===== src/rtl/lmc_pkg.sv =====
package lmc_pkg;

  typedef enum logic [2:0] {
    LS_INV  = 3'd0,
    LS_SHR  = 3'd1,
    LS_EXC  = 3'd2,
    LS_MOD  = 3'd3,
    LS_FFIL = 3'd4,
    LS_LFIL = 3'd5,
    LS_WMIS = 3'd6,
    LS_UPGR = 3'd7
  } line_st_t;

  localparam logic [1:0] OP_LOAD  = 2'd0;
  localparam logic [1:0] OP_FETCH = 2'd1;
  localparam logic [1:0] OP_STORE = 2'd2;
  localparam logic [1:0] OP_REPL  = 2'd3;

  localparam logic [3:0] NK_INV  = 4'd0;
  localparam logic [3:0] NK_FWX  = 4'd1;
  localparam logic [3:0] NK_FWS  = 4'd2;
  localparam logic [3:0] NK_FWI  = 4'd3;
  localparam logic [3:0] NK_DAT  = 4'd4;
  localparam logic [3:0] NK_DEX  = 4'd5;
  localparam logic [3:0] NK_STL  = 4'd6;
  localparam logic [3:0] NK_ACK  = 4'd7;
  localparam logic [3:0] NK_WBA  = 4'd8;
  localparam logic [3:0] NK_UPG  = 4'd9;

  localparam logic [2:0] MK_GETS = 3'd0;
  localparam logic [2:0] MK_GETX = 3'd1;
  localparam logic [2:0] MK_UPG  = 3'd2;
  localparam logic [2:0] MK_PUTX = 3'd3;
  localparam logic [2:0] MK_DATA = 3'd4;
  localparam logic [2:0] MK_IACK = 3'd5;

  typedef struct packed {
    logic       take;
    logic       need_msg;
    logic [2:0] msg_kind;
    logic       msg_dirty;
    logic       msg_data;
    line_st_t   nxt;
    logic       nxt_dirty;
    logic       rd;
    logic       wr;
    logic       fill;
    logic       ev;
  } act_t;

endpackage


===== src/rtl/lmc_net_decide.sv =====
module lmc_net_decide
  import lmc_pkg::*;
(
  input  line_st_t   st,
  input  logic       dirty,
  input  logic [3:0] kind,
  output act_t       act
);

  always_comb begin
    act = '0;
    act.take = 1'b1;
    act.nxt = st;
    act.nxt_dirty = dirty;
    case (kind)
      NK_INV: begin
        act.need_msg = 1'b1;
        act.msg_kind = MK_IACK;
        case (st)
          LS_UPGR: act.nxt = LS_WMIS;
          LS_SHR, LS_EXC: begin
            act.nxt = LS_INV;
            act.nxt_dirty = 1'b0;
            act.ev = 1'b1;
          end
          LS_MOD: begin
            act.msg_kind = MK_DATA;
            act.msg_dirty = dirty;
            act.msg_data = 1'b1;
            act.nxt = LS_INV;
            act.nxt_dirty = 1'b0;
            act.ev = 1'b1;
          end
          default: ;
        endcase
      end
      NK_FWX, NK_UPG: begin
        if (st == LS_EXC) begin
          act.need_msg = 1'b1;
          act.msg_kind = MK_IACK;
          act.nxt = LS_INV;
          act.ev = 1'b1;
        end else if (st == LS_MOD) begin
          act.need_msg = 1'b1;
          act.msg_kind = MK_DATA;
          act.msg_dirty = dirty;
          act.msg_data = 1'b1;
          act.nxt = LS_INV;
          act.nxt_dirty = 1'b0;
          act.ev = 1'b1;
        end
      end
      NK_FWS, NK_FWI: begin
        if (st == LS_EXC || st == LS_MOD) begin
          act.need_msg = 1'b1;
          act.msg_kind = MK_DATA;
          act.msg_dirty = dirty;
          act.msg_data = 1'b1;
          act.nxt = LS_SHR;
          act.nxt_dirty = 1'b0;
        end
      end
      NK_DAT, NK_STL: begin
        if (st == LS_FFIL || st == LS_LFIL) begin
          act.nxt = (kind == NK_DAT) ? LS_SHR : LS_INV;
          act.nxt_dirty = 1'b0;
          act.rd = 1'b1;
          act.fill = 1'b1;
        end
      end
      NK_DEX: begin
        if (st == LS_FFIL || st == LS_LFIL) begin
          act.nxt = LS_EXC;
          act.nxt_dirty = 1'b0;
          act.rd = 1'b1;
          act.fill = 1'b1;
        end else if (st == LS_WMIS || st == LS_UPGR) begin
          act.nxt = LS_MOD;
          act.nxt_dirty = 1'b1;
          act.wr = 1'b1;
          act.fill = 1'b1;
        end
      end
      default: ;
    endcase
  end

endmodule


===== src/rtl/lmc_cpu_decide.sv =====
module lmc_cpu_decide
  import lmc_pkg::*;
(
  input  line_st_t   st,
  input  logic       dirty,
  input  logic [1:0] op,
  output act_t       act
);

  always_comb begin
    act = '0;
    act.take = 1'b1;
    act.nxt = st;
    act.nxt_dirty = dirty;
    case (st)
      LS_INV: begin
        if (op != OP_REPL) begin
          act.need_msg = 1'b1;
          act.msg_kind = (op == OP_STORE) ? MK_GETX : MK_GETS;
          act.nxt = (op == OP_LOAD) ? LS_LFIL :
                    (op == OP_FETCH) ? LS_FFIL : LS_WMIS;
        end
      end
      LS_SHR, LS_EXC, LS_MOD: begin
        case (op)
          OP_LOAD, OP_FETCH: act.rd = 1'b1;
          OP_STORE: begin
            if (st == LS_SHR) begin
              act.need_msg = 1'b1;
              act.msg_kind = MK_UPG;
              act.nxt = LS_UPGR;
            end else begin
              act.nxt = LS_MOD;
              act.nxt_dirty = 1'b1;
              act.wr = 1'b1;
            end
          end
          default: begin
            act.nxt = LS_INV;
            act.nxt_dirty = 1'b0;
            act.ev = 1'b1;
            if (st != LS_SHR) begin
              act.need_msg = 1'b1;
              act.msg_kind = MK_PUTX;
              act.msg_dirty = dirty;
              act.msg_data = dirty;
            end
          end
        endcase
      end
      default: act.take = 1'b0;
    endcase
  end

endmodule


===== src/rtl/lmc_msg_slot.sv =====
module lmc_msg_slot #(
  parameter int LAT = 2
) (
  input  logic       clk,
  input  logic       rst,
  input  logic       load,
  input  logic [2:0] kind_in,
  input  logic       dirty_in,
  input  logic       data_in,
  input  logic       ready,
  output logic       full,
  output logic       valid,
  output logic [2:0] kind,
  output logic       dirty,
  output logic       has_data
);

  localparam int CW = (LAT > 1) ? $clog2(LAT) : 1;

  logic [CW-1:0] wait_q;

  assign valid = full && (wait_q == '0);

  always_ff @(posedge clk) begin
    if (rst) begin
      full     <= 1'b0;
      wait_q   <= '0;
      kind     <= '0;
      dirty    <= 1'b0;
      has_data <= 1'b0;
    end else if (load) begin
      full     <= 1'b1;
      wait_q   <= CW'(LAT - 1);
      kind     <= kind_in;
      dirty    <= dirty_in;
      has_data <= data_in;
    end else if (full) begin
      if (wait_q != '0) wait_q <= wait_q - 1'b1;
      else if (ready) full <= 1'b0;
    end
  end

endmodule


===== src/rtl/lmc_top.sv =====
module lmc_top
  import lmc_pkg::*;
#(
  parameter int LAT          = 2,
  parameter bit EVICT_NOTIFY = 1'b1
) (
  input  logic       clk,
  input  logic       rst,
  input  logic       cpu_valid_i,
  input  logic [1:0] cpu_op_i,
  output logic       cpu_ready_o,
  input  logic       net_valid_i,
  input  logic [3:0] net_kind_i,
  output logic       net_ready_o,
  output logic       msg_valid_o,
  input  logic       msg_ready_i,
  output logic [2:0] msg_kind_o,
  output logic       msg_dirty_o,
  output logic       msg_has_data_o,
  output logic       rd_done_o,
  output logic       wr_done_o,
  output logic       fill_o,
  output logic       evict_o,
  output logic [2:0] state_o,
  output logic       dirty_o,
  output logic [1:0] perm_o
);

  line_st_t st_q;
  logic     dirty_q;
  act_t     net_act, cpu_act, sel;
  logic     slot_full, net_ok, cpu_ok, fire;

  lmc_net_decide net_dec_i (.st(st_q), .dirty(dirty_q), .kind(net_kind_i), .act(net_act));
  lmc_cpu_decide cpu_dec_i (.st(st_q), .dirty(dirty_q), .op(cpu_op_i), .act(cpu_act));

  assign net_ready_o = !(net_act.need_msg && slot_full);
  assign cpu_ready_o = !net_valid_i && cpu_act.take && !(cpu_act.need_msg && slot_full);
  assign net_ok = net_valid_i && net_ready_o;
  assign cpu_ok = cpu_valid_i && cpu_ready_o;
  assign fire   = net_ok || cpu_ok;
  assign sel    = net_ok ? net_act : cpu_act;

  lmc_msg_slot #(.LAT(LAT)) slot_i (
    .clk(clk), .rst(rst),
    .load(fire && sel.need_msg),
    .kind_in(sel.msg_kind), .dirty_in(sel.msg_dirty), .data_in(sel.msg_data),
    .ready(msg_ready_i),
    .full(slot_full), .valid(msg_valid_o),
    .kind(msg_kind_o), .dirty(msg_dirty_o), .has_data(msg_has_data_o)
  );

  always_ff @(posedge clk) begin
    if (rst) begin
      st_q      <= LS_INV;
      dirty_q   <= 1'b0;
      rd_done_o <= 1'b0;
      wr_done_o <= 1'b0;
      fill_o    <= 1'b0;
      evict_o   <= 1'b0;
    end else begin
      rd_done_o <= fire && sel.rd;
      wr_done_o <= fire && sel.wr;
      fill_o    <= fire && sel.fill;
      evict_o   <= fire && sel.ev && EVICT_NOTIFY;
      if (fire) begin
        st_q    <= sel.nxt;
        dirty_q <= sel.nxt_dirty;
      end
    end
  end

  always_comb begin
    case (st_q)
      LS_INV:                  perm_o = 2'd0;
      LS_SHR, LS_EXC, LS_UPGR: perm_o = 2'd1;
      LS_MOD:                  perm_o = 2'd2;
      default:                 perm_o = 2'd3;
    endcase
  end

  assign state_o = st_q;
  assign dirty_o = dirty_q;

endmodule


===== config.mk =====
export PLATFORM = sky130hd
export DESIGN_NAME = lmc_top
export DESIGN_NICKNAME = d
export VERILOG_FILES = /design/src/rtl/lmc_pkg.sv /design/src/rtl/lmc_net_decide.sv /design/src/rtl/lmc_cpu_decide.sv /design/src/rtl/lmc_msg_slot.sv /design/src/rtl/lmc_top.sv
export SDC_FILE = /design/constraint.sdc
export NUM_CORES = 1
export LEC_CHECK = 0
export ABC_AREA = 1
export BUFFER_PORTS_ARGS = -buffer_cell sky130_fd_sc_hd__buf_4
export CORE_AREA = 2 2 52 54
export DETAILED_ROUTE_END_ITERATION = 6
export DIE_AREA = 0 0 54 56
export GPL_TIMING_DRIVEN = 0
export PLACE_DENSITY = 0.92
export SLEW_MARGIN = 20
export SYNTH_ARGS = -nofsm -noshare
export SYNTH_HDL_FRONTEND = slang
export SYNTH_HIERARCHICAL = 1
export SYNTH_SLANG_ARGS = --single-unit

===== constraint.sdc =====
create_clock -name clk -period 5.7 [get_ports clk]
set_clock_uncertainty 0.15 [all_clocks]
set_input_delay 1.425 -clock clk [delete_from_list [all_inputs] [get_ports clk]]
set_output_delay 1.425 -clock clk [all_outputs]
set_load 0.01 [all_outputs]

==> impl_metrics.py <==
metrics = {
    "run_status": {
        "status": "completed",
    },
    "final_layout": {
        "drive_above_1_share_pct": 28.1,
        "num_antenna_cells": 0,
        "nets": 282,
        "multi_input_area_um2": 895,
        "area_growth_pct": 20.0,
        "seqCellArea_um2": 300,
        "layout_commonest_cell": "nand2_1",
        "final_cell_mix": "nand2_1 (69), buf_4 (33), inv_1 (28)",
        "fillers": 225,
        "stdcell_count": 300,
    },
    "setup_path": {
        "critical_path_buf_inv_count": 5,
        "required_ps": 4120,
        "rr_startpoint": "state_o[2]",
        "critPathTopFamily": "buffers and inverters",
        "worstSetupEndpointType": "primary output",
        "crit_chain": "buf_4, nor2_1, nand2_1, inv_2, a21oi_1, nand2_1, buf_4, nand2_1, buf_2, buf_4",
        "rr_endpoint": "slot_i/kind[0]",
        "crit_path_top_delay_cell": "nor2_1",
        "reg2reg_slack_ps": 3080,
        "critPathMaxFanout": 10,
        "reg2regPathDepth": 16,
        "crit_path_max_incr_delay_ps": 210,
        "path_class": "in2out",
        "arrival_ps": 2710,
        "cp-start-kind": "primary input",
    },
    "clock_tree": {
        "cts_max_path_buffers": 2,
        "cts_sinks": 15,
        "root_buffer": "clkbuf_4",
        "clk_latency_ps": 310,
        "post_cts_buffers": 0,
        "h-tree-depth": 1,
        "cts_resized": 0,
        "cts_tree": "built",
        "clkTransAtPathRegs_ps": 100,
        "ctsHoldBuffers": 0,
        "numCtsBuffers": 3,
    },
    "sta": {
        "rsz0062_at_grt": "no",
        "slew_headroom_pct": 66.7,
        "timing.final.max_slew_violations": 0,
        "tns_ps": 0,
        "fin_crit_sh_pct": 75.1,
        "fin_crit_ps": 4280,
        "final.setup.worst_slack_ps": 1420,
        "max_freq_mhz": 234,
        "hold_viol": 0,
        "worst_pin_slew_ps": 499,
        "setup-violations-final": 0,
    },
    "global_route": {
        "grt_pass1_wl_um": 5620,
        "grt_usage_pct": 24.7,
        "grt_pass1_vias": 1299,
        "antenna_found_initial": 0,
        "grt_overflow": 0,
        "grt_max_degree": 15,
    },
    "floorplan": {
        "core_region_area_mm2": 0.00243,
        "rows": 18,
        "die_width_um": 54,
        "die_h_um": 56,
        "die_area_mm2": 0.00302,
        "initial_core_util_pct": 57.5,
        "num_io_pins": 29,
    },
    "power_and_ir_drop": {
        "comb_power_share_pct": 38.3,
        "pwr_density_cell_mw_per_mm2": 186,
        "peakVddDrop_v": 0.000142,
        "pwr-share-clk_pct": 22.2,
        "intPower_uw": 187,
        "leakage_uw": 0.000899,
        "power.net_switching_uw": 126,
        "netSwitchingFraction_pct": 40.3,
        "p_seq_share_pct": 39.5,
    },
    "routing": {
        "vias": 1563,
        "drtAntennaViolNets": 0,
        "drt-total-wl_um": 3370,
        "wl_per_cell_um": 11.2,
        "viasPerCell": 5.21,
        "drt_first_iter_violations": 54,
        "dr.pass1.iters": 4,
        "drc": 0,
    },
    "worst_hold_path": {
        "hp-start": "slot_i/has_data",
        "hp-class": "reg2reg",
        "holdPathStages": 2,
        "holdPathEnd": "slot_i/has_data",
    },
    "synthesis": {
        "syn_inst": 237,
        "netlist_area_mm2": 0.00140,
        "yosys_warnings": 6,
        "avgSynthCellArea_um2": 5.90,
    },
    "place": {
        "dpl.hpwl_um": 2530,
        "gp_congestion": 0.838,
        "dp_cells": 296,
        "port_buffers": 28,
        "pre_cts_ws_ps": 1440,
    },
    "run": {
        "maxCapViolations": 0,
    },
}
-- power groups by stage --
stage	Combinational (uW)	Clock, uW	Sequential, uW
after detailed placement	118	0	126
final	120	69.2	123
after CTS	119	67.2	123
after global routing	135	71.8	125
after global placement	116	0	125
after floorplan	80.6	0	125
-- worst max-delay path by stage --
stage	from	to	cells past startpoint
after floorplan	net_kind_i[1]	net_ready_o	8
after global placement	net_kind_i[2]	net_ready_o	10
after detailed placement	net_kind_i[2]	net_ready_o	10
after CTS	net_kind_i[2]	net_ready_o	10
after global routing	net_kind_i[2]	net_ready_o	10
final	net_kind_i[2]	net_ready_o	10
-- layer usage --
layer | vias up | global-route usage [%] | part of all wire (%)
li1 | 803 | - | -
met1 | 697 | 33.7 | 47
met2 | 58 | 37.3 | 45
met3 | 5 | 4.84 | 6.8
met4 | 0 | 9.64 | 1.6
met5 | - | 0 | 0
-- tightest hold or removal path: cells and delay by family, from the launching register on --
family | cells | cell delay (ps)
AO/OA/AOI/OAI | 1 | 50
flip-flops | 1 | 320
AND/OR/NAND/NOR | 1 | 60
-- per-stage QoR --
stage | hold slack [ps] | util (%) | instance area (um^2) | total power, uW
after floorplan | 296 | - | 1400 | 205
after global placement | 301 | 67.8 | 1650 | 242
after detailed placement | 303 | 67.8 | 1650 | 244
after CTS | 318 | 68.9 | 1680 | 310
after global routing | 341 | 68.9 | 1680 | 331
final | 318 | 68.9 | 1680 | 312
-- area by class of cell --
cell class | instances | share of cell area (%)
Buffer | 9 | 4.18
Clock buffer | 3 | 1.34
Clock inverter | 1 | 0.299
Inverter | 36 | 8.13
Multi-Input combinational cell | 178 | 53.4
Sequential cell | 15 | 17.9
Tap cell | 30 | 2.24
Timing Repair Buffer | 28 | 12.5
No activity file was read; power rests on OpenSTA's default activity.
